===== src/rtl/dma_err_pkg.sv =====
package dma_err_pkg;

    typedef enum logic [2:0] {
        ET_NONE  = 3'd0,
        ET_DESC  = 3'd1,
        ET_NONFW = 3'd2,
        ET_TMO   = 3'd3,
        ET_PBUS  = 3'd4,
        ET_SBUS  = 3'd5
    } err_type_e;

    typedef struct packed {
        err_type_e etype;
        logic      chv;
        logic      rx;
    } err_tag_t;

    // A not-ready descriptor is a fault unless a transmit exception covers it.
    function automatic logic desc_fault(input logic rx, input logic ready,
                                        input logic first, input logic last,
                                        input logic backed);
        logic excused;
        excused = !rx && (first || (backed && !last));
        return !ready && !excused;
    endfunction

    function automatic err_type_e pb_type(input logic [1:0] kind);
        case (kind)
            2'b00:   return ET_NONFW;
            2'b01:   return ET_TMO;
            default: return ET_PBUS;
        endcase
    endfunction

endpackage


===== src/rtl/dma_err_classify.sv =====
module dma_err_classify
    import dma_err_pkg::*;
#(
    parameter int NCH = 4,
    parameter int CW  = 2
) (
    input  logic            dchk_vld,
    input  logic            dchk_rx,
    input  logic [CW-1:0]   dchk_chan,
    input  logic            dchk_ready,
    input  logic            dchk_first,
    input  logic            dchk_last,
    input  logic            dchk_backed,
    input  logic            pb_err_vld,
    input  logic [1:0]      pb_err_kind,
    input  logic            pb_err_rx,
    input  logic [CW-1:0]   pb_err_chan,
    input  logic            sb_err,
    output logic [NCH-1:0]  tx_halt,
    output logic [NCH-1:0]  rx_halt,
    output logic [NCH-1:0]  tx_dset,
    output logic [NCH-1:0]  rx_dset,
    output logic            rec_vld,
    output err_tag_t        rec_tag,
    output logic [CW-1:0]   rec_chan
);

    logic            d_fault;
    logic [CW:0]     d_rank;
    logic [CW:0]     p_rank;
    logic [NCH-1:0]  tx_pb;
    logic [NCH-1:0]  rx_pb;

    always_comb begin
        d_fault = dchk_vld && desc_fault(dchk_rx, dchk_ready, dchk_first,
                                         dchk_last, dchk_backed);
        d_rank  = {dchk_rx, dchk_chan};
        p_rank  = {pb_err_rx, pb_err_chan};

        tx_dset = '0;
        rx_dset = '0;
        tx_pb   = '0;
        rx_pb   = '0;
        if (d_fault) begin
            if (dchk_rx) rx_dset[dchk_chan] = 1'b1;
            else         tx_dset[dchk_chan] = 1'b1;
        end
        if (pb_err_vld) begin
            if (pb_err_rx) rx_pb[pb_err_chan] = 1'b1;
            else           tx_pb[pb_err_chan] = 1'b1;
        end
        tx_halt = tx_dset | tx_pb;
        rx_halt = rx_dset | rx_pb;

        rec_vld  = 1'b1;
        rec_tag  = '{etype: ET_NONE, chv: 1'b0, rx: 1'b0};
        rec_chan = '0;
        if (d_fault && (!pb_err_vld || d_rank <= p_rank)) begin
            rec_tag  = '{etype: ET_DESC, chv: 1'b1, rx: dchk_rx};
            rec_chan = dchk_chan;
        end else if (pb_err_vld) begin
            rec_tag  = '{etype: pb_type(pb_err_kind), chv: 1'b1, rx: pb_err_rx};
            rec_chan = pb_err_chan;
        end else if (sb_err) begin
            rec_tag  = '{etype: ET_SBUS, chv: 1'b0, rx: 1'b0};
        end else begin
            rec_vld  = 1'b0;
        end
    end

endmodule


===== src/rtl/dma_err_chan.sv =====
module dma_err_chan #(
    parameter int NCH = 4
) (
    input  logic           clk,
    input  logic           rst,
    input  logic [NCH-1:0] halt,
    input  logic [NCH-1:0] dset,
    input  logic [NCH-1:0] act_set,
    input  logic [NCH-1:0] deir_clr,
    output logic [NCH-1:0] active,
    output logic [NCH-1:0] ptr_rst,
    output logic [NCH-1:0] deir
);

    for (genvar i = 0; i < NCH; i++) begin : g_ch
        logic act_q, halted_q, ptr_q, deir_q;

        always_ff @(posedge clk) begin
            if (rst) begin
                act_q    <= 1'b0;
                halted_q <= 1'b0;
                ptr_q    <= 1'b0;
                deir_q   <= 1'b0;
            end else begin
                ptr_q <= act_set[i] && halted_q && !halt[i];
                if (halt[i]) begin
                    act_q    <= 1'b0;
                    halted_q <= 1'b1;
                end else if (act_set[i]) begin
                    act_q    <= 1'b1;
                    halted_q <= 1'b0;
                end
                if (dset[i])          deir_q <= 1'b1;
                else if (deir_clr[i]) deir_q <= 1'b0;
            end
        end

        assign active[i]  = act_q;
        assign ptr_rst[i] = ptr_q;
        assign deir[i]    = deir_q;
    end

endmodule


===== src/rtl/dma_err_status.sv =====
module dma_err_status
    import dma_err_pkg::*;
#(
    parameter int CW = 2
) (
    input  logic          clk,
    input  logic          rst,
    input  logic          rec_vld,
    input  err_tag_t      rec_tag,
    input  logic [CW-1:0] rec_chan,
    input  logic          lock_mode,
    input  logic          esr_clr,
    output logic          esr_vld,
    output logic          esr_locked,
    output logic [2:0]    esr_type,
    output logic          esr_chv,
    output logic          esr_rx,
    output logic [CW-1:0] esr_chan
);

    err_tag_t      tag_q;
    logic [CW-1:0] chan_q;
    logic          vld_q, lock_q;
    logic          hold;

    assign hold = lock_mode && lock_q && !esr_clr;

    always_ff @(posedge clk) begin
        if (rst) begin
            vld_q  <= 1'b0;
            lock_q <= 1'b0;
            tag_q  <= '{etype: ET_NONE, chv: 1'b0, rx: 1'b0};
            chan_q <= '0;
        end else if (rec_vld && !hold) begin
            vld_q  <= 1'b1;
            lock_q <= lock_mode;
            tag_q  <= rec_tag;
            chan_q <= rec_chan;
        end else if (esr_clr) begin
            vld_q  <= 1'b0;
            lock_q <= 1'b0;
            tag_q  <= '{etype: ET_NONE, chv: 1'b0, rx: 1'b0};
            chan_q <= '0;
        end
    end

    assign esr_vld    = vld_q;
    assign esr_locked = lock_q;
    assign esr_type   = tag_q.etype;
    assign esr_chv    = tag_q.chv;
    assign esr_rx     = tag_q.rx;
    assign esr_chan   = chan_q;

endmodule


===== src/rtl/dma_err_ctl.sv =====
module dma_err_ctl
    import dma_err_pkg::*;
#(
    parameter int NCH = 4,
    localparam int CW = (NCH > 1) ? $clog2(NCH) : 1
) (
    input  logic           clk,
    input  logic           rst,
    input  logic           dchk_vld,
    input  logic           dchk_rx,
    input  logic [CW-1:0]  dchk_chan,
    input  logic           dchk_ready,
    input  logic           dchk_first,
    input  logic           dchk_last,
    input  logic           dchk_backed,
    input  logic           pb_err_vld,
    input  logic [1:0]     pb_err_kind,
    input  logic           pb_err_rx,
    input  logic [CW-1:0]  pb_err_chan,
    input  logic           sb_err,
    input  logic [NCH-1:0] act_set_tx,
    input  logic [NCH-1:0] act_set_rx,
    input  logic [NCH-1:0] deir_clr_tx,
    input  logic [NCH-1:0] deir_clr_rx,
    input  logic           lock_mode,
    input  logic           esr_clr,
    output logic [NCH-1:0] tx_active,
    output logic [NCH-1:0] rx_active,
    output logic [NCH-1:0] tx_ptr_rst,
    output logic [NCH-1:0] rx_ptr_rst,
    output logic [NCH-1:0] tx_deir,
    output logic [NCH-1:0] rx_deir,
    output logic           txde_irq,
    output logic           rxde_irq,
    output logic           esr_vld,
    output logic           esr_locked,
    output logic [2:0]     esr_type,
    output logic           esr_chv,
    output logic           esr_rx,
    output logic [CW-1:0]  esr_chan
);

    logic [NCH-1:0] tx_halt, rx_halt, tx_dset, rx_dset;
    logic           rec_vld;
    err_tag_t       rec_tag;
    logic [CW-1:0]  rec_chan;

    dma_err_classify #(.NCH(NCH), .CW(CW)) u_cls (
        .dchk_vld(dchk_vld), .dchk_rx(dchk_rx), .dchk_chan(dchk_chan),
        .dchk_ready(dchk_ready), .dchk_first(dchk_first),
        .dchk_last(dchk_last), .dchk_backed(dchk_backed),
        .pb_err_vld(pb_err_vld), .pb_err_kind(pb_err_kind),
        .pb_err_rx(pb_err_rx), .pb_err_chan(pb_err_chan), .sb_err(sb_err),
        .tx_halt(tx_halt), .rx_halt(rx_halt),
        .tx_dset(tx_dset), .rx_dset(rx_dset),
        .rec_vld(rec_vld), .rec_tag(rec_tag), .rec_chan(rec_chan)
    );

    dma_err_chan #(.NCH(NCH)) u_tx (
        .clk(clk), .rst(rst), .halt(tx_halt), .dset(tx_dset),
        .act_set(act_set_tx), .deir_clr(deir_clr_tx),
        .active(tx_active), .ptr_rst(tx_ptr_rst), .deir(tx_deir)
    );

    dma_err_chan #(.NCH(NCH)) u_rx (
        .clk(clk), .rst(rst), .halt(rx_halt), .dset(rx_dset),
        .act_set(act_set_rx), .deir_clr(deir_clr_rx),
        .active(rx_active), .ptr_rst(rx_ptr_rst), .deir(rx_deir)
    );

    dma_err_status #(.CW(CW)) u_esr (
        .clk(clk), .rst(rst), .rec_vld(rec_vld), .rec_tag(rec_tag),
        .rec_chan(rec_chan), .lock_mode(lock_mode), .esr_clr(esr_clr),
        .esr_vld(esr_vld), .esr_locked(esr_locked), .esr_type(esr_type),
        .esr_chv(esr_chv), .esr_rx(esr_rx), .esr_chan(esr_chan)
    );

    assign txde_irq = |tx_deir;
    assign rxde_irq = |rx_deir;

endmodule


===== config.mk =====
export PLATFORM = sky130hd
export DESIGN_NAME = dma_err_ctl
export DESIGN_NICKNAME = d
export VERILOG_FILES = /design/src/rtl/dma_err_pkg.sv /design/src/rtl/dma_err_classify.sv /design/src/rtl/dma_err_chan.sv /design/src/rtl/dma_err_status.sv /design/src/rtl/dma_err_ctl.sv
export SDC_FILE = /design/constraint.sdc
export NUM_CORES = 1
export LEC_CHECK = 0
export CORE_ASPECT_RATIO = 0.9
export CORE_UTILIZATION = 47
export DETAILED_ROUTE_END_ITERATION = 12
export GPL_TIMING_DRIVEN = 0
export MAX_ROUTING_LAYER = met4
export PLACE_DENSITY = 0.84
export RECOVER_POWER = 50
export SLEW_MARGIN = 20
export SYNTH_ARGS = -nofsm -noshare
export SYNTH_HDL_FRONTEND = slang
export SYNTH_SLANG_ARGS = --single-unit

===== constraint.sdc =====
create_clock -name clk -period 3.1 [get_ports clk]
set_input_delay 0.31 -clock clk [delete_from_list [all_inputs] [get_ports clk]]
set_output_delay 0.31 -clock clk [all_outputs]
set_load 0.01 [all_outputs]

# After elaboration in Yosys (flattened, before gate mapping)
# Index checks and enable logic that the tools add are counted.
[word_totals] ff_bits=41 latchBits=0 mem_bits_rw=0 mem_bits_ro=0 input_bits=35 out_inout_bits=35 word_cells=177 n_memories=0
[classes] n_addsub=0 n_mul=0 n_div=0 magnitude_cmp=5 n_eq_ne=1 n_shift=0 muxes=60 n_bitwise=2 reduce_logical=71
[op_table] cell="1-bit 2-to-1 mux" count=40
[op_table] cell="2-bit nonzero test" count=17
[op_table] cell="4-bit 2-to-1 mux" count=8
[op_table] cell="1-bit logical AND" count=26
[op_table] cell="5-bit 2-to-1 mux" count=5
[op_table] cell="2-bit OR reduction" count=8
[op_table] cell="1-bit logical NOT" count=15
[op_table] cell="2-bit 2-to-1 mux" count=4
[op_table] cell="4-bit OR" count=2
[op_table] cell="4-bit OR reduction" count=2
[op_table] cell="2-bit by 3-bit less-than comparator with 1-bit output (second input constant)" count=2
[op_table] cell="3-bit case mux with 2 select lines" count=1
[op_table] cell="1-bit demux with 2-bit select" count=2
[op_table] cell="2-bit by 1-bit >= comparator with 1-bit output (second input constant)" count=2
[op_table] cell="3-bit less-or-equal comparator" count=1
[op_table] cell="2-bit by 1-bit equality test with 1-bit output (second input constant)" count=1
[op_table] cell="2-bit logical NOT" count=1
[op_table] cell="1-bit logical OR" count=2

# Longest topological paths before layout
[logic_depth] ltp_word=11 depth_mapped=8 ltp_nobuf=7

# Modules after synthesis
# From an unflattened synthesis, not the netlist that was laid out.
[unflattened] cells_unflattened=242 hier_area_um2=2098.3
[by_module_without_submodules] mod="dma_err_chan" instances=2 cells_per_inst=70 area_each_um2=659.4 seq_area_each_um2=320.3
[by_module_without_submodules] mod="dma_err_classify" instances=1 cells_per_inst=60 area_each_um2=382.9 seq_area_each_um2=0.0
[by_module_without_submodules] mod="dma_err_status" instances=1 cells_per_inst=40 area_each_um2=381.6 seq_area_each_um2=180.2
[by_module_without_submodules] mod="dma_err_ctl" instances=1 cells_per_inst=2 area_each_um2=15.0 seq_area_each_um2=0.0

# Least setup slack after synthesis
# Ideal clock, no wire load.
[synth_timing] kind="input to register" from="in pb_err_chan[1]" to="reg u_esr.chan_q[0] (netlist: u_esr.esr_chan[0])" setup_time_ns=0.122 arrival_ns=1.913 slack_ns=1.065 stages=7 cell_sequence="clkbuf_1 > inv_1 > ha_1 > a211oi_1 > o21ai_1 > and3_4 > a221o_1"
[synth_between] elab_chain_cells=6 elab_cells_between_ends=8 classes_between="1 x order compare; 3 x mux; 4 x reduce/logical"
[synth_lines] item="from (decl)" line_no="dma_err_ctl.sv:19" rtl="input logic [CW-1:0] pb_err_chan,"
[synth_lines] item="3-bit less-or-equal comparator (*)" line_no="dma_err_classify.sv:58" rtl="if (d_fault && (!pb_err_vld || d_rank <= p_rank)) begin"
[synth_lines] item="1-bit logical OR (*)" line_no="dma_err_classify.sv:58"
[synth_lines] item="1-bit logical AND (*)" line_no="dma_err_classify.sv:58"
[synth_lines] item="1-bit 2-to-1 mux" line_no="dma_err_classify.sv:58"
[synth_lines] item="1-bit logical AND" line_no="dma_err_status.sv:34" rtl="end else if (rec_vld && !hold) begin"
[synth_lines] item="2-bit 2-to-1 mux / 2-bit nonzero test (equally long branches)"
[synth_lines] item="to (signal assigned)" line_no="dma_err_status.sv:38" rtl="chan_q <= rec_chan;"
[synth_lines] item="to (decl)" line_no="dma_err_status.sv:22" rtl="logic [CW-1:0] chan_q;"
# Mark *: on every way between the ends. The rest lies on a longest branch, timed or not.
# A chain may end at the register's enable or synchronous reset.

# Worst setup path in the final report
[layout_timing] from="in dchk_chan[1]" to="reg u_esr.chan_q[1] (netlist: u_esr.esr_chan[1])"
[layout_between] elab_chain_cells=6 elab_cells_between_ends=8 classes_between="1 x order compare; 3 x mux; 4 x reduce/logical"
[layout_lines] item="from (decl)" line_no="dma_err_ctl.sv:11" rtl="input logic [CW-1:0] dchk_chan,"
[layout_lines] item="3-bit less-or-equal comparator" line_no="dma_err_classify.sv:58"
[layout_lines] item="1-bit logical OR" line_no="dma_err_classify.sv:58"
[layout_lines] item="1-bit logical AND" line_no="dma_err_classify.sv:58"
[layout_lines] item="1-bit 2-to-1 mux" line_no="dma_err_classify.sv:58"
[layout_lines] item="1-bit logical AND" line_no="dma_err_status.sv:34"
[layout_lines] item="2-bit 2-to-1 mux / 2-bit nonzero test (equally long branches)"
# Several ways; a longest one is shown, not always the timed one.

==> insert_results.sql <==
INSERT INTO impl_metrics (metric_group, metric, value, unit) VALUES
('setup_path', 'crit_chain', 'clkdlybuf4s50_1, ha_1, a211oi_1, o21ai_1, and3_4, a221o_1', ''),
('power', 'switching_share', '0.2330', ''),
('setup_path', 'crit_path_max_fanout', '7', ''),
('power', 'clock_power_share', '0.353', ''),
('final_layout', 'drive_gt1_frac', '0.1449', ''),
('cts', 'clock_tree_from_tritoncts', 'built', ''),
('sta', 'timing.setup.tns', '0', 'ns'),
('power', 'vdd_ir_drop_max', '0.0003355', 'V'),
('power', 'powerDensity', '425.5', 'nW/µm²'),
('drt', 'drc_markers', '0', ''),
('logic_synthesis', 'synth-edff-count', '0', ''),
('power', 'power.static_leakage', '1.243', 'nW'),
('setup_path', 'timing.critical_path.slowest_cell_delay', '0.51', 'ns'),
('sta', 'finalWorstPathRequiredPeriod', '2.146', 'ns'),
('cts', 'cts_sinks', '41', ''),
('run_status', 'status', 'finished clean', ''),
('setup_path', 'worst_path_required', '3.28', 'ns'),
('setup_path', 'start_kind', 'input port', ''),
('logic_synthesis', 'yosys_warnings', '0', ''),
('power', 'cellInternalPower', '891.8', 'µW'),
('cts', 'cts_repair_resize_count', '0', ''),
('drt', 'drtAntennaViolNets', '0', ''),
('logic_synthesis', 'synth-seq-cells', '41', ''),
('power', 'power.share.sequential', '0.481', ''),
('final_layout', 'insertedDiodeCount', '0', ''),
('min_path', 'hp-class', 'reg -> reg', ''),
('setup_path', 'critical-path-top-delay-family', 'compound AO/OA/AOI/OAI gates', ''),
('setup_path', 'crit_buf_inv', '1', ''),
('logic_synthesis', 'synthArstFlopShare', '0', ''),
('drt', 'vias', '1668', ''),
('sta', 'fmax', '465.9', 'MHz'),
('floorplan', 'die_w', '68.88', 'µm'),
('cts', 'root_buffer', 'sky130_fd_sc_hd__clkbuf_8', ''),
('floorplan', 'core_area', '3784', 'µm²'),
('drt', 'routed_via_density', '5.070', ''),
('global_route', 'met2_usage', '0.3240', ''),
('setup_path', 'cp-end-kind', 'flop', ''),
('sta', 'unrepaired_setup_endpoints_after_global_routing', 'false', ''),
('logic_synthesis', 'synth_sequential_area_ratio', '0.4339', ''),
('cts', 'holdBufCountCts', '0', ''),
('setup_path', 'arrival', '2.33', 'ns'),
('cts', 'cts_inserted_buffers', '5', ''),
('sta', 'post-route-worst-setup-slack', '0.9535', 'ns'),
('final_layout', 'fin_nets', '321', ''),
('global_route', 'gr-usage-met1', '0.2743', ''),
('cts', 'clock_tree.htree_level_count', '2', ''),
('run', 'max_cap_viol_count', '0', ''),
('logic_synthesis', 'post_syn_nets', '246', ''),
('global_route', 'global_route.usage.total', '0.2186', ''),
('sta', 'max_slew.worst_pin.slew', '0.5869', 'ns'),
('final_layout', 'final_cell_mix', 'sky130_fd_sc_hd__dfxtp_1 (41), sky130_fd_sc_hd__clkdlybuf4s50_1 (36), sky130_fd_sc_hd__dlygate4sd3_1 (32), sky130_fd_sc_hd__buf_4 (24)', ''),
('setup_path', 'cp_slowest_cell', 'sky130_fd_sc_hd__clkdlybuf4s50_1', ''),
('global_route', 'pin_count_of_the_biggest_net_entering_global_routing', '13', ''),
('power', 'pwr-share-comb', '0.166', ''),
('drt', 'drt_pre_antenna_iters', '5', ''),
('global_route', 'overflow', '0', ''),
('floorplan', 'starting_density_of_the_core', '0.5000', ''),
('sta', 'number_of_hold_violations_in_the_final_report', '0', ''),
('final_layout', 'finalCoreUtilization', '0.7222', ''),
('logic_synthesis', 'post_synth_num_cell_types', '39', ''),
('drt', 'detail_route.iter0.violations', '122', ''),
('place', 'dp_slack', '0.6692', 'ns'),
('final_layout', 'layout_commonest_cell', 'sky130_fd_sc_hd__dfxtp_1', ''),
('place', 'place.gp.congestion', '0.8367', ''),
('setup_path', 'worst_setup_path_type', 'in -> reg', ''),
('global_route', 'antenna_found_initial', '0', ''),
('final_layout', 'seq_area', '820.8', 'µm²'),
('cts', 'clk_pin_slew_worst_paths', '0.07', 'ns'),
('global_route', 'wire_length_of_the_first_global_routing_pass', '6.713', 'mm'),
('power', 'p_sw', '270.9', 'µW'),
('global_route', 'use_met3', '0.06801', '');
-- cell type report --
| cell class | count | share of cell area |
|---|---|---|
| Clock buffer | 5 | 0.02518 |
| Tap cell | 46 | 0.02106 |
| Buffer | 29 | 0.07280 |
| Clock inverter | 2 | 0.01282 |
| Timing Repair Buffer | 68 | 0.2491 |
| Inverter | 15 | 0.02060 |
| Multi-Input combinational cell | 123 | 0.2981 |
| Sequential cell | 41 | 0.3004 |
-- per-layer routing --
layer  part of all wire  routed length (µm)
met5                  0                   0
met4              0.015                  60
met3              0.073                 299
met2               0.48                1941
met1               0.43                1770
-- cell families after synthesis --
group                      count (synthesis)  synth area share
DFF                                       41            0.4339
adders and majority gates                  3           0.01984
buffers and inverters                     44            0.1356
AOI/OAI and AO/OA                         53            0.2130
muxes                                      1          0.005291
and+or+nand+nor                           66            0.1925
-- metrics by stage --
step	std cells	hold slack [ns]	instance area (µm²)
detailed placement	322	0.4358	2630
finish	329	0.4461	2733
CTS	329	0.4490	2734
global placement	322	0.4217	2630
global route	329	0.4910	2733
floorplan	208	0.4146	1892
-- worst register-to-register path, cell delays in order (launching register included) --
cell                      delay, ns
sky130_fd_sc_hd__dfxtp_1       0.33
sky130_fd_sc_hd__nor2b_1       0.21
sky130_fd_sc_hd__a21oi_1       0.19
sky130_fd_sc_hd__and3_4        0.23
sky130_fd_sc_hd__a221o_1       0.28
-- state kept, by name (all words and copies together) (netlist names), 2 cells and up --
register and count:
u_esr.esr_chan 2, u_tx.g_ch.halted_q 4, u_rx.g_ch.deir_q 4, u_tx.g_ch.act_q 4
u_rx.g_ch.act_q 4, u_tx.g_ch.ptr_q 4, u_tx.g_ch.deir_q 4, u_rx.g_ch.ptr_q 4
u_rx.g_ch.halted_q 4, u_esr.esr_type 3
-- synth_stat cells, drive strengths merged (2+ instances only) --
| cell type | number | area share |
|---|---|---|
| o31ai | 5 | 0.020 |
| nor2 | 18 | 0.036 |
| inv | 15 | 0.030 |
| nand2 | 9 | 0.018 |
| ha | 3 | 0.020 |
| a21oi | 18 | 0.048 |
| a22o | 2 | 0.011 |
| nand3 | 3 | 0.0079 |
| a31oi | 2 | 0.0066 |
| and3 | 11 | 0.039 |
| a221o | 2 | 0.011 |
| a211oi | 3 | 0.019 |
| nor2b | 8 | 0.026 |
| o21a | 8 | 0.032 |
| buf | 27 | 0.10 |
| clkbuf | 2 | 0.0040 |
| o21ai | 4 | 0.011 |
| dfxtp | 41 | 0.43 |
| or4 | 2 | 0.0079 |
| a32oi | 2 | 0.0093 |
| nand2b | 10 | 0.037 |
| a221oi | 2 | 0.013 |
| nor3 | 2 | 0.0053 |
-- power groups by stage --
stage	Combinational (mW)	Clock, mW	Sequential, mW
final	0.193	0.410	0.559
after global routing	0.211	0.443	0.563
after CTS	0.201	0.420	0.560
after detailed placement	0.200	0	0.572
after global placement	0.197	0	0.572
after floorplan	0.0908	0	0.574
-- final timing paths --
path / startpoint / end / slack, ns / cells past startpoint
worst max-delay path: dchk_chan[1] / u_esr.esr_chan[1]$_SDFFE_PP0P_ / 0.95 / 6
worst min-delay path: u_rx.g_ch[3].halted_q$_SDFFE_PP0P_ / u_rx.g_ch[3].ptr_q$_SDFF_PP0_ / 0.45 / 2
worst max register to register: u_esr.esr_locked$_SDFFE_PP0P_ / u_esr.esr_chan[1]$_SDFFE_PP0P_ / 1.74 / 4
worst min register to register: u_rx.g_ch[3].halted_q$_SDFFE_PP0P_ / u_rx.g_ch[3].ptr_q$_SDFF_PP0_ / 0.45 / 2
No activity file was read; power rests on OpenSTA's default activity.
